File: src/rtl/wsg_pkg.sv
package wsg_pkg;
  typedef enum logic [1:0] {
    MODE_EXT = 2'b00,  // external line only
    MODE_CNT = 2'b01,  // counter only
    MODE_ANY = 2'b10,  // either source ready finishes
    MODE_ALL = 2'b11   // both sources ready needed
  } wsg_mode_e;
endpackage

File: src/rtl/wsg_cfg_reg.sv
module wsg_cfg_reg
  import wsg_pkg::*;
#(
  parameter int unsigned CNT_W    = 3,
  parameter int unsigned RST_CNT  = 7,
  parameter wsg_mode_e   RST_MODE = MODE_CNT
) (
  input  logic             clk_i,
  input  logic             rst_ni,
  input  logic             we_i,
  input  logic [CNT_W-1:0] cnt_i,
  input  wsg_mode_e        mode_i,
  output logic [CNT_W-1:0] cnt_o,
  output wsg_mode_e        mode_o
);
  localparam logic [CNT_W-1:0] CntRst = CNT_W'(RST_CNT);

  always_ff @(posedge clk_i or negedge rst_ni) begin
    if (!rst_ni) begin
      cnt_o  <= CntRst;
      mode_o <= RST_MODE;
    end else if (we_i) begin
      cnt_o  <= cnt_i;
      mode_o <= mode_i;
    end
  end

  p_write_r11: assert property (@(posedge clk_i) disable iff (!rst_ni)
    we_i |=> (cnt_o == $past(cnt_i)) && (mode_o == $past(mode_i)));

  p_hold_r11: assert property (@(posedge clk_i) disable iff (!rst_ni)
    !we_i |=> $stable(cnt_o) && $stable(mode_o));
endmodule

File: src/rtl/wsg_counter.sv
module wsg_counter
  import wsg_pkg::*;
#(
  parameter int unsigned CNT_W    = 3,
  parameter wsg_mode_e   RST_MODE = MODE_CNT
) (
  input  logic             clk_i,
  input  logic             rst_ni,
  input  logic             start_i,
  input  logic [CNT_W-1:0] load_i,
  input  wsg_mode_e        mode_i,
  output logic [CNT_W-1:0] cnt_o,
  output wsg_mode_e        mode_o,
  output logic             busy_o
);
  localparam logic [CNT_W-1:0] One = CNT_W'(1);

  logic [CNT_W-1:0] cnt_q;
  wsg_mode_e        mode_q;

  always_ff @(posedge clk_i or negedge rst_ni) begin
    if (!rst_ni) begin
      cnt_q  <= '0;
      mode_q <= RST_MODE;
    end else if (start_i) begin
      cnt_q  <= load_i;
      mode_q <= mode_i;
    end else if (cnt_q != '0) begin
      cnt_q  <= cnt_q - One;
    end
  end

  assign cnt_o  = cnt_q;
  assign mode_o = mode_q;
  assign busy_o = |cnt_q;

  p_load_r2: assert property (@(posedge clk_i) disable iff (!rst_ni)
    start_i |=> cnt_q == $past(load_i));

  p_dec_r3: assert property (@(posedge clk_i) disable iff (!rst_ni)
    (!start_i && cnt_q != '0) |=> cnt_q == $past(cnt_q) - One);

  p_stay_zero_r3: assert property (@(posedge clk_i) disable iff (!rst_ni)
    (!start_i && cnt_q == '0) |=> cnt_q == '0);

  p_mode_capture_r10: assert property (@(posedge clk_i) disable iff (!rst_ni)
    !start_i |=> $stable(mode_q));
endmodule

File: src/rtl/wsg_combine.sv
module wsg_combine
  import wsg_pkg::*;
(
  input  wsg_mode_e mode_i,
  input  logic      cnt_ext_i,
  input  logic      ext_i,
  output logic      extend_o
);
  // 1 = stretch; "either ready" is an AND of the stretch requests
  always_comb begin
    unique case (mode_i)
      MODE_EXT: extend_o = ext_i;
      MODE_CNT: extend_o = cnt_ext_i;
      MODE_ANY: extend_o = ext_i & cnt_ext_i;
      MODE_ALL: extend_o = ext_i | cnt_ext_i;
      default:  extend_o = 1'b1;
    endcase
  end
endmodule

File: src/rtl/wsg_ready_gen.sv
module wsg_ready_gen
  import wsg_pkg::*;
#(
  parameter int unsigned CNT_W    = 3,
  parameter int unsigned RST_CNT  = 7,
  parameter logic [1:0]  RST_MODE = 2'b01
) (
  input  logic             clk_i,
  input  logic             rst_ni,
  input  logic             cfg_we_i,
  input  logic [CNT_W-1:0] cfg_wait_i,
  input  logic [1:0]       cfg_mode_i,
  input  logic             start_i,
  input  logic             ext_extend_i,
  output logic             extend_o
);
  localparam wsg_mode_e ModeRst = wsg_mode_e'(RST_MODE);

  logic [CNT_W-1:0] held_cnt;
  wsg_mode_e        held_mode;
  logic [CNT_W-1:0] run_cnt;
  wsg_mode_e        run_mode;
  logic             cnt_busy;

  wsg_cfg_reg #(
    .CNT_W   (CNT_W),
    .RST_CNT (RST_CNT),
    .RST_MODE(ModeRst)
  ) u_cfg (
    .clk_i (clk_i),
    .rst_ni(rst_ni),
    .we_i  (cfg_we_i),
    .cnt_i (cfg_wait_i),
    .mode_i(wsg_mode_e'(cfg_mode_i)),
    .cnt_o (held_cnt),
    .mode_o(held_mode)
  );

  wsg_counter #(
    .CNT_W   (CNT_W),
    .RST_MODE(ModeRst)
  ) u_cnt (
    .clk_i  (clk_i),
    .rst_ni (rst_ni),
    .start_i(start_i),
    .load_i (held_cnt),
    .mode_i (held_mode),
    .cnt_o  (run_cnt),
    .mode_o (run_mode),
    .busy_o (cnt_busy)
  );

  wsg_combine u_comb (
    .mode_i   (run_mode),
    .cnt_ext_i(cnt_busy),
    .ext_i    (ext_extend_i),
    .extend_o (extend_o)
  );

  // counter-only access, once finished, stays finished until a new start
  p_cnt_done_r6: assert property (@(posedge clk_i) disable iff (!rst_ni)
    (run_mode == MODE_CNT && !start_i && !extend_o) |=> !extend_o);

  // start captures fields held before a same-cycle write
  p_collide_r10: assert property (@(posedge clk_i) disable iff (!rst_ni)
    (start_i && cfg_we_i) |=> run_cnt == $past(held_cnt));

  // both-needed mode: external stretch always stretches
  p_all_ext_r8: assert property (@(posedge clk_i) disable iff (!rst_ni)
    (run_mode == MODE_ALL && ext_extend_i) |-> extend_o);

  // either-finishes mode: finished counter always finishes
  p_any_cnt_r7: assert property (@(posedge clk_i) disable iff (!rst_ni)
    (run_mode == MODE_ANY && run_cnt == '0) |-> !extend_o);
endmodule

File: config.mk
export PLATFORM = sky130hd
export DESIGN_NAME = wsg_ready_gen
export DESIGN_NICKNAME = d
export VERILOG_FILES = /design/src/rtl/wsg_pkg.sv /design/src/rtl/wsg_cfg_reg.sv /design/src/rtl/wsg_counter.sv /design/src/rtl/wsg_combine.sv /design/src/rtl/wsg_ready_gen.sv
export SDC_FILE = /design/constraint.sdc
export NUM_CORES = 1
export LEC_CHECK = 0
export ABC_AREA = 1
export BUFFER_PORTS_ARGS = -buffer_cell sky130_fd_sc_hd__buf_4
export CAP_MARGIN = 20
export CORE_MARGIN = 1.5
export CORE_UTILIZATION = 29
export CTS_BUF_LIST = sky130_fd_sc_hd__clkbuf_4
export DETAILED_ROUTE_END_ITERATION = 6
export GPL_ROUTABILITY_DRIVEN = 0
export MAX_ROUTING_LAYER = met4
export SYNTH_ARGS = -nofsm -noshare
export SYNTH_HDL_FRONTEND = slang
export SYNTH_SLANG_ARGS = --single-unit
File: constraint.sdc
create_clock -name clk_i -period 1.45 [get_ports clk_i]
set_clock_uncertainty 0.1 [all_clocks]
set_input_delay 0.145 -clock clk_i [delete_from_list [all_inputs] [get_ports clk_i]]
set_output_delay 0.145 -clock clk_i [all_outputs]
set_load 0.01 [all_outputs]
# [Word-level counts from Yosys, hierarchy flattened]
# Cells that the tools add are included.
[classes] addsub=1 n_eq_ne=3 n_mux=3 bitwise=2 n_reduce_logical=4
[ops] operator="$mux W3" count=2
[ops] operator="$eq A2 B2 Y1 const B" count=2
[ops] operator="$pmux W1 S4" count=1
[ops] operator="$reduce_bool A3 Y1" count=1
[ops] operator="$reduce_or A3 Y1" count=1
[ops] operator="$sub A3 B1 Y3 const B" count=1
[ops] operator="$eq A2 B1 Y1 const B" count=1
[ops] operator="$logic_not A2 Y1" count=1
[ops] operator="$reduce_bool A2 Y1" count=1
[ops] operator="$and A1 B1 Y1" count=1
[ops] operator="$or A1 B1 Y1" count=1
[totals] reg_bits=10 output_inout_bits=1 word_cells=17

# [Longest topological paths before layout]
# Gate-level depths: netlist (run 1).
[logic_depth] depth_word=3 ltp_mapped=7 depth_no_buf=7

# [Hierarchy]
# A second synthesis (run 1) with hierarchy kept.
[unflattened] cells_unflattened=68 area_unflattened_um2=519.2
[by_module_without_submodules] mod="wsg_counter" n_inst=1 cells_each=38 area_per_inst_um2=292.8 seq_area_each_um2=126.4
[by_module_without_submodules] mod="wsg_cfg_reg" n_inst=1 cells_each=21 area_per_inst_um2=190.2 seq_area_each_um2=130.1
[by_module_without_submodules] mod="wsg_combine" n_inst=1 cells_each=9 area_per_inst_um2=36.3 seq_area_each_um2=0.0

# [Worst setup path after synthesis (run 1)]
# No wires, ideal clock.
[synth_timing] path_kind="register to output" startpoint="register u_cnt.cnt_q[0], in the netlist u_cnt.cnt_o[0]" endpoint="output extend_o" t_arrival_ns=0.961 setup_slack_ns=0.244 stages_incl_launch_ff=8 path_cell_list="dfrtp_1 > inv_1 > ha_1 > inv_1 > nor2_2 > nand2_1 > nand2_1 > nand2_1"
[synth_between] elab_chain_len=3 elab_cells_between_ends=4 classes_between="1 x mux; 2 x bitwise; 1 x reduce/logical"
[synth_lines] item="start, declared" line="wsg_counter.sv:18" text="logic [CNT_W-1:0] cnt_q;"
[synth_lines] item="start signal, assigned" line="wsg_counter.sv:26" text="cnt_q <= load_i;"
[synth_lines] item="start signal, assigned" line="wsg_counter.sv:29" text="cnt_q <= cnt_q - One;"
[synth_lines] item="$reduce_or A3 Y1 *" line="wsg_counter.sv:35" text="assign busy_o = |cnt_q;"
[synth_lines] item="$or A1 B1 Y1 or $and A1 B1 Y1 (tied branches)" line="wsg_combine.sv:15, wsg_combine.sv:14"
[synth_lines] item="$pmux W1 S4 *" line="wsg_combine.sv:11" text="unique case (mode_i)"
[synth_lines] item="end, declared" line="wsg_ready_gen.sv:15" text="output logic extend_o"
# Every way passes the cells marked *; elsewhere a longest branch is shown, timed or not.

# [Worst setup path in the final report (run 1)]
# Ends and elaborated chain as after synthesis.

==> impl_metrics.py, run 1 <==
metrics = {
    "power_and_ir_drop": {
        "power_density_nw_per_um2": 1440,
        "p_sw_frac": 0.324,
        "p_clk_frac": 0.198,
        "p_leak_nw": 0.389,
        "vdd_ir_drop_max_uv": 579,
        "p_int_w": 0.000727,
        "combinationalPowerShare": 0.447,
        "p_total_w": 0.00108,
        "switching_power_w": 0.000348,
        "power_frac_seq": 0.355,
    },
    "clock_tree": {
        "htree_levels": 1,
        "clock_latency_ns": 0.26,
        "cts.sinks": 10,
        "cts_tree": "done",
        "cts_root_buffer": "clkbuf_4",
        "cts_buffers": 3,
        "clk_pin_slew_worst_paths_ns": 0.06,
        "clk_path_buf_depth": 2,
    },
    "grt": {
        "met3_usage": 0.0360,
        "grt_pass1_wl_mm": 1.81,
        "grt_antenna_before_repair": 0,
        "top_usage_layer": "met2",
        "grt-ovfl-total": 0,
        "met1_usage": 0.147,
        "grt_pass1_vias": 442,
        "grt_max_degree": 11,
        "grt_use_met2": 0.220,
        "grt.total_usage": 0.136,
    },
    "flow_run": {
        "cap_violations": 0,
    },
    "logic_synthesis": {
        "yosysSeqAreaShare": 0.506,
        "syn-instance-count": 67,
        "synth_top_cell_by_area": "dfstp_2",
        "synth-seq-cells": 10,
        "synth.distinct_cells": 13,
        "syn_area_um2": 507,
        "synth_area_per_cell_um2": 7.56,
        "synth_area_leaders": "dfstp_2 26%, dfrtp_1 25%, nand2_1 21%",
        "synth_warnings": 0,
        "yosysTopAreaCellShare": 0.259,
        "postSynthNetCount": 79,
    },
    "floorplan": {
        "die_w_um": 44.8,
        "core_area_um2": 1580,
        "ios": 11,
        "die_area_um2": 2010,
        "initial_utilization": 0.321,
        "fp.dieH_um": 44.8,
        "rows": 14,
    },
    "final_layout": {
        "instances_no_fill": 107,
        "nNetsFinal": 104,
        "diodes": 0,
        "n_fill_cell": 161,
        "layout_commonest_cell": "nand2_1",
        "multi_input_area_um2": 218,
        "area_growth_syn_to_layout_pct": 47.4,
        "most-common-layout-cells": "28 x nand2_1, 15 x buf_4, 8 x inv_1",
        "final_area_um2": 747,
        "seq_area_um2": 256,
        "drive_above_1_share": 0.363,
    },
    "critical_path": {
        "endpoint_kind": "primary output",
        "startpoint_type": "register",
        "path_cells": "inv_2 > ha_4 > inv_4 > nor2_4 > nand2_1 > nand2_1 > nand2_1 > buf_6",
        "cp.arrival_ns": 1.28,
        "criticalPathCategory": "register to primary output",
        "crit_top_cell": "nand2_1",
        "required_ns": 1.21,
        "cpPeakStageDelay_ns": 0.40,
        "crit_fanout": 3,
        "crit_slowest_cell": "dfrtp_1",
    },
    "status": {
        "status": "finished with violations",
        "violations": "negative hold slack, negative setup slack",
    },
    "sta": {
        "drv_slew": 0,
        "hold-worst-slack_ns": -0.0193,
        "clock.fmax_ghz": 0.654,
        "timing.final.crit_share": 1.05,
        "grt_setup_unrepaired": "true",
        "tightestPinTransition_ns": 0.160,
        "fin_tns_setup_ns": -0.126,
        "slew_headroom": 0.892,
        "fin_crit_ns": 1.53,
        "hold_viol_final": 1,
        "setup_viol": 3,
        "worst_slack_ns": -0.0790,
    },
    "route": {
        "first_iter_violations": 5,
        "drcViolationCount": 0,
        "dr.pass1.iters": 3,
        "vias_per_cell": 4.35,
        "ant_nets": 0,
        "drt-wirelength-per-cell_um": 9.90,
        "finalWirelength_mm": 1.06,
        "route.vias.total": 465,
    },
    "worst_hold_path": {
        "hold_class": "input port to register",
    },
    "placed_design": {
        "place_hpwl_um": 642,
        "dpl_cell_area_um2": 597,
        "io_buffers": 10,
        "place_inst": 92,
    },
}
path summary, 6_finish.rpt:
check	cells after the start	startpoint	end	slack [ns]
min	2	cfg_we_i	u_cfg.cnt_o[0]$_DFFE_PN1P_	-0.02
max in group asynchronous	2	rst_ni	u_cfg.mode_o[0]$_DFFE_PN1P_	0.87
min in group asynchronous	2	rst_ni	u_cnt.cnt_o[2]$_DFFE_PN0P_	0.16
min reg2reg	2	u_cfg.cnt_o[0]$_DFFE_PN1P_	u_cfg.cnt_o[0]$_DFFE_PN1P_	0.36
max	8	u_cnt.cnt_o[0]$_DFFE_PN0P_	extend_o	-0.08
max reg2reg	11	u_cnt.cnt_o[0]$_DFFE_PN0P_	u_cnt.cnt_o[1]$_DFFE_PN0P_	-0.03
layer usage:
metal	wire (µm)	up-vias
met1	453	204
met4	16	0
met2	556	10
met5	0	-
met3	32	2
li1	-	249
stage by stage:
stage / setup slack, ns / util
after detailed placement: 0.0660 / 0.379
after global routing: -0.162 / 0.474
final: -0.0790 / 0.474
after floorplan: 0.244 / -
after global placement: 0.113 / 0.379
after CTS: -0.108 / 0.478
logic make-up after synthesis:
group | synth area share
simple gates | 0.247
flops | 0.506
compound gates | 0.0987
buf+inv | 0.0987
fa+ha+maj | 0.0494
area by class of cell:
cell class,instances,share of cell area
flip-flops and latches,10,0.343
inverters,12,0.0637
repair buffers,21,0.235
well taps,16,0.0268
multi-input cells,44,0.291
clock buffers,4,0.0402
registers in the layout, summed over array words and instances (netlist names):
signal	cells
u_cnt.cnt_o	3
u_cnt.mode_o	2
u_cfg.cnt_o	3
u_cfg.mode_o	2
cells in the mapped netlist:
cell type and n:
dfrtp_1 5, o21ai_1 2, a21oi_1 1, nor2_2 1
inv_1 11, dfstp_2 5, nand2_2 1, nor2_1 2
buf_2 1, nand2_1 28, ha_1 2, inv_2 1
o21ai_0 7
power by group through the flow:
| stage | registers (W) | logic (W) | clock network [W] |
|---|---|---|---|
| 6_report | 0.000382 | 0.000481 | 0.000213 |
| 5_1_grt | 0.000389 | 0.000536 | 0.000236 |
| 4_1_cts | 0.000380 | 0.000430 | 0.000226 |
| 3_5_place_dp | 0.000377 | 0.000259 | 0 |
| 3_3_place_gp | 0.000375 | 0.000254 | 0 |
| 2_1_floorplan | 0.000371 | 0.000189 | 0 |
repair_timing:
item | 4_1_cts | 5_1_grt
buffers inserted | 6 | 2
pin swaps | 4 | 3
resized for setup | 7 | 3
endpoints found under the setup margin | 1 | 5
cloned | 0 | 0
hold buffers | 6 | 0
hold endpoints to repair | 13 | 0
worst max-delay path: cells and delay by family, from the launching register on:
| kind | cells | cell delay, ns |
|---|---|---|
| DFF | 1 | 0.40 |
| and+or+nand+nor | 4 | 0.25 |
| buffers and inverters | 3 | 0.23 |
| adders and majority gates | 1 | 0.14 |
Power figures use the tool's default switching activity.
==> inputs of run 2 (changes only) <==
==> constraint.sdc (replaced) <==
create_clock -name clk_i -period 1.55 [get_ports clk_i]
set_clock_uncertainty 0.1 [all_clocks]
set_input_delay 0.155 -clock clk_i [delete_from_list [all_inputs] [get_ports clk_i]]
set_output_delay 0.155 -clock clk_i [all_outputs]
set_load 0.01 [all_outputs]
==> impl_metrics.py, run 2 (synthesis gave the netlist of run 1 again) <==
metrics = {
    "critical_path": {
        "startpoint": "u_cnt.cnt_o[0]$_DFFE_PN0P_",
        "endpoint_kind": "primary output",
        "ff2ff_path_depth": 11,
        "reg2reg_from": "u_cnt.cnt_o[0]$_DFFE_PN0P_",
        "cp.arrival_ns": 1.28,
        "criticalPathCategory": "register to primary output",
        "reg2reg_slack_ns": 0.07,
        "timing.rr.end": "u_cnt.cnt_o[0]$_DFFE_PN0P_",
        "startpoint_type": "register",
        "required_ns": 1.29,
        "crit_fanout": 3,
    },
    "grt": {
        "grt_pass1_vias": 427,
        "grt_pass1_wl_mm": 1.69,
        "grt_max_degree": 11,
        "grt.total_usage": 0.125,
        "grt_antenna_before_repair": 0,
        "grt-ovfl-total": 0,
    },
    "floorplan": {
        "die_area_um2": 2010,
        "ios": 11,
        "initial_utilization": 0.321,
        "fp.dieH_um": 44.8,
        "rows": 14,
        "core_area_um2": 1580,
        "die_w_um": 44.8,
    },
    "worst_hold_path": {
        "hold_end": "u_cfg.mode_o[0]$_DFFE_PN1P_",
        "hold_path_depth": 3,
        "hold_class": "input port to register",
        "hold_start": "cfg_mode_i[0]",
    },
    "sta": {
        "drv_slew": 0,
        "slew_headroom": 0.892,
        "tightestPinTransition_ns": 0.160,
        "grt_setup_unrepaired": "true",
        "clock.fmax_ghz": 0.650,
        "timing.final.crit_share": 0.992,
        "hold-worst-slack_ns": 0.00916,
        "setup_viol": 0,
        "fin_crit_ns": 1.54,
        "fin_tns_setup_ns": 0,
        "hold_viol_final": 0,
    },
    "flow_run": {
        "cap_violations": 0,
    },
    "route": {
        "vias_per_cell": 4.23,
        "finalWirelength_mm": 1.00,
        "drt-wirelength-per-cell_um": 9.36,
        "route.vias.total": 453,
        "dr.pass1.iters": 2,
        "ant_nets": 0,
        "first_iter_violations": 4,
        "drcViolationCount": 0,
    },
    "final_layout": {
        "most-common-layout-cells": "28 x nand2_1, 16 x buf_4, 8 x inv_1",
        "reg.largest.list": "u_cfg.cnt_o: 3 flops, u_cnt.cnt_o: 3 flops",
        "diodes": 0,
        "area_growth_syn_to_layout_pct": 45.4,
        "drive_above_1_share": 0.352,
        "nNetsFinal": 104,
        "fin_util": 0.467,
        "layout_commonest_cell": "nand2_1",
    },
    "placed_design": {
        "io_buffers": 10,
        "place_hpwl_um": 662,
    },
    "status": {
        "status": "complete, no violations",
    },
    "clock_tree": {
        "cts_tree": "done",
        "cts_root_buffer": "clkbuf_4",
        "clock_latency_ns": 0.26,
        "clk_pin_slew_worst_paths_ns": 0.07,
        "cts.sinks": 10,
        "cts_buffers": 3,
        "htree_levels": 1,
        "clk_path_buf_depth": 2,
    },
    "power_and_ir_drop": {
        "vdd_ir_drop_max_uv": 421,
        "p_leak_nw": 0.385,
        "power_density_nw_per_um2": 1300,
        "p_total_w": 0.000959,
    },
}
[run 2: cell types whose count changed in the layout (fill, tap and decap cells not counted), sizes merged]
| cell | change |
|---|---|
| clkbuf | -1 |
| clkinv | +1 |
[run 2: worst max-delay path, stage by stage, from the launching register on]
cell and delay [ns]:
dfrtp_1 0.39, inv_2 0.09, ha_4 0.14, inv_2 0.04, nor2_4 0.09, nand2_1 0.06
nand2_1 0.05, nand2_1 0.06, buf_6 0.11
[run 2: worst max-delay path by stage]
stage | endpoint | slack, ns | cells after the start
2_1_floorplan | extend_o | 0.33 | 7
3_3_place_gp | extend_o | 0.20 | 8
3_5_place_dp | extend_o | 0.16 | 8
4_1_cts | extend_o | -0.01 | 8
5_1_grt | extend_o | -0.06 | 8
6_report | extend_o | 0.01 | 8
[run 2: through the flow]
step	area (µm²)	cells	setup slack, ns
after floorplan	507	67	0.334
after global placement	597	92	0.203
after CTS	729	106	-0.0141
final	737	107	0.0122
after global routing	737	107	-0.0608
after detailed placement	597	92	0.164
[run 2: layout make-up]
cell class	count	area, µm²
multi-input combinational	44	218
fill	162	840
tap	16	20.0
clock buffer	3	22.5
sequential	10	256
clock inverter	1	3.75
timing repair buffer	21	171
inverter	12	45.0
[run 2: repair_timing]
item | 4_1_cts | 5_1_grt
cloned | 0 | 0
hold endpoints to repair | 13 | 0
setup endpoints to repair | 1 | 3
resized for setup | 7 | 0
setup buffers | 6 | 1
hold buffers | 4 | 0
pin swaps | 5 | 5
[run 2: layer usage]
metal,share of wire,GRT usage,vias to the layer above
li1,-,-,249
met4,0.016,0.106,0
met3,0.030,0.0240,2
met1,0.44,0.139,190
met5,0,-,-
met2,0.51,0.191,12
[run 2: power breakdown]
part	total [W]	switching (W)	internal (W)	leakage (nW)
combinational	0.000428	0.000199	0.000229	0.255
clock	0.000177	0.0000843	0.0000928	0.0154
sequential	0.000355	0.0000354	0.000319	0.114
==> inputs of run 3 (changes only) <==
--- a/config.mk
+++ b/config.mk
@@ -14,6 +14,7 @@
 export DETAILED_ROUTE_END_ITERATION = 6
 export GPL_ROUTABILITY_DRIVEN = 0
 export MAX_ROUTING_LAYER = met4
+export PLACE_DENSITY = 0.58
 export SYNTH_ARGS = -nofsm -noshare
 export SYNTH_HDL_FRONTEND = slang
 export SYNTH_SLANG_ARGS = --single-unit
==> impl_metrics.py, run 3 (synthesis gave the netlist of run 1 again) <==
metrics = {
    "power_and_ir_drop": {
        "vdd_ir_drop_max_uv": 559,
        "power_frac_seq": 0.370,
        "combinationalPowerShare": 0.419,
        "p_sw_frac": 0.324,
        "p_leak_nw": 0.386,
        "switching_power_w": 0.000311,
        "p_clk_frac": 0.210,
        "power_density_nw_per_um2": 1290,
        "p_total_w": 0.000961,
        "p_int_w": 0.000650,
    },
    "clock_tree": {
        "cts_buffers": 3,
        "cts.sinks": 10,
        "clock_latency_ns": 0.26,
        "clk_path_buf_depth": 2,
        "cts_tree": "done",
        "clk_pin_slew_worst_paths_ns": 0.06,
        "cts_root_buffer": "clkbuf_4",
        "htree_levels": 1,
    },
    "sta": {
        "timing.final.crit_share": 0.988,
        "drv_slew": 0,
        "hold-worst-slack_ns": 0.0105,
        "clock.fmax_ghz": 0.653,
        "hold_viol_final": 0,
        "fin_tns_setup_ns": 0,
        "grt_setup_unrepaired": "true",
        "worst_slack_ns": 0.0185,
        "slew_headroom": 0.889,
        "tightestPinTransition_ns": 0.167,
        "setup_viol": 0,
        "fin_crit_ns": 1.53,
    },
    "route": {
        "finalWirelength_um": 915,
        "drt-wirelength-per-cell_um": 8.55,
        "drcViolationCount": 0,
        "route.vias.total": 453,
        "ant_nets": 0,
        "dr.pass1.iters": 4,
        "first_iter_violations": 9,
        "vias_per_cell": 4.23,
    },
    "floorplan": {
        "rows": 14,
        "core_area_um2": 1580,
        "die_area_um2": 2010,
        "ios": 11,
        "die_w_um": 44.8,
        "fp.dieH_um": 44.8,
        "initial_utilization": 0.321,
    },
    "final_layout": {
        "drive_above_1_share": 0.341,
        "nNetsFinal": 104,
        "reg.largest.list": "u_cfg.cnt_o: 3 flops, u_cnt.cnt_o: 3 flops",
        "layout_commonest_cell": "nand2_1",
        "diodes": 0,
        "fin_util": 0.473,
        "area_growth_syn_to_layout_pct": 47.2,
        "most-common-layout-cells": "28 x nand2_1, 14 x buf_4, 8 x inv_1",
    },
    "grt": {
        "grt_pass1_wl_mm": 1.69,
        "grt_antenna_before_repair": 0,
        "grt-ovfl-total": 0,
        "grt.total_usage": 0.126,
        "grt_pass1_vias": 431,
        "grt_max_degree": 11,
    },
    "critical_path": {
        "criticalPathCategory": "register to primary output",
        "startpoint_type": "register",
        "reg2reg_slack_ns": 0.15,
        "endpoint_kind": "primary output",
        "crit_fanout": 3,
        "reg2reg_from": "u_cfg.mode_o[0]$_DFFE_PN1P_",
        "startpoint": "u_cnt.cnt_o[0]$_DFFE_PN0P_",
        "required_ns": 1.29,
        "ff2ff_path_depth": 3,
        "cp.arrival_ns": 1.28,
        "timing.rr.end": "u_cfg.mode_o[0]$_DFFE_PN1P_",
    },
    "worst_hold_path": {
        "hold_end": "u_cfg.cnt_o[2]$_DFFE_PN1P_",
        "hold_class": "input port to register",
        "hold_path_depth": 2,
        "hold_start": "cfg_we_i",
    },
    "placed_design": {
        "place_hpwl_um": 627,
        "io_buffers": 10,
        "place_ws_ns": 0.126,
    },
    "status": {
        "status": "complete, no violations",
    },
    "flow_run": {
        "cap_violations": 0,
    },
}
## run 3: worst max path at each step
stage | to | slack (ns) | depth (start not counted)
floorplan | extend_o | 0.33 | 7
global placement | extend_o | 0.20 | 8
detailed placement | extend_o | 0.13 | 8
CTS | extend_o | -0.02 | 8
global route | extend_o | -0.07 | 8
finish | extend_o | 0.02 | 8
## run 3: worst max-delay path, cell delays in order, from the launching register on
cell and delay (ns):
dfrtp_1 0.39, inv_2 0.09, ha_4 0.13, inv_2 0.04, nor2_4 0.09, nand2_1 0.06
nand2_1 0.05, nand2_1 0.06, buf_6 0.12
## run 3: metrics by stage
| stage | cell area [µm²] | instances |
|---|---|---|
| after CTS | 746 | 107 |
| after floorplan | 507 | 67 |
| after global placement | 597 | 92 |
| final | 746 | 107 |
| after detailed placement | 597 | 92 |
| after global routing | 746 | 107 |
## run 3: what timing repair did
action                                 CTS  global route
resized for setup                        7             0
hold buffers                             6             0
endpoints found under the hold margin   14             0
setup endpoints to repair                1             1
pin swaps                                3             1
buffers inserted                         5             0
gates cloned                             0             0
## run 3: cell type report
| type | instances | area, µm² |
|---|---|---|
| repair buffers | 21 | 176 |
| fillers | 154 | 831 |
| clock buffers | 4 | 30.0 |
| flip-flops and latches | 10 | 256 |
| multi-input cells | 44 | 218 |
| inverters | 12 | 45.0 |
| well taps | 16 | 20.0 |
## run 3: routing by layer
layer / routed length [µm] / vias to the layer above / track usage
li1: - / 248 / -
met1: 473 / 195 / 0.152
met2: 410 / 8 / 0.180
met3: 17 / 2 / 0.0240
met4: 13 / 0 / 0.106
met5: 0 / - / -
## run 3: power by group through the flow
| stage | Sequential, W | Clock, W | Combinational [W] |
|---|---|---|---|
| 2_1_floorplan | 0.000347 | 0 | 0.000177 |
| 4_1_cts | 0.000355 | 0.000209 | 0.000394 |
| 6_report | 0.000356 | 0.000202 | 0.000403 |
| 3_5_place_dp | 0.000353 | 0 | 0.000247 |
| 5_1_grt | 0.000361 | 0.000227 | 0.000460 |
| 3_3_place_gp | 0.000351 | 0 | 0.000240 |
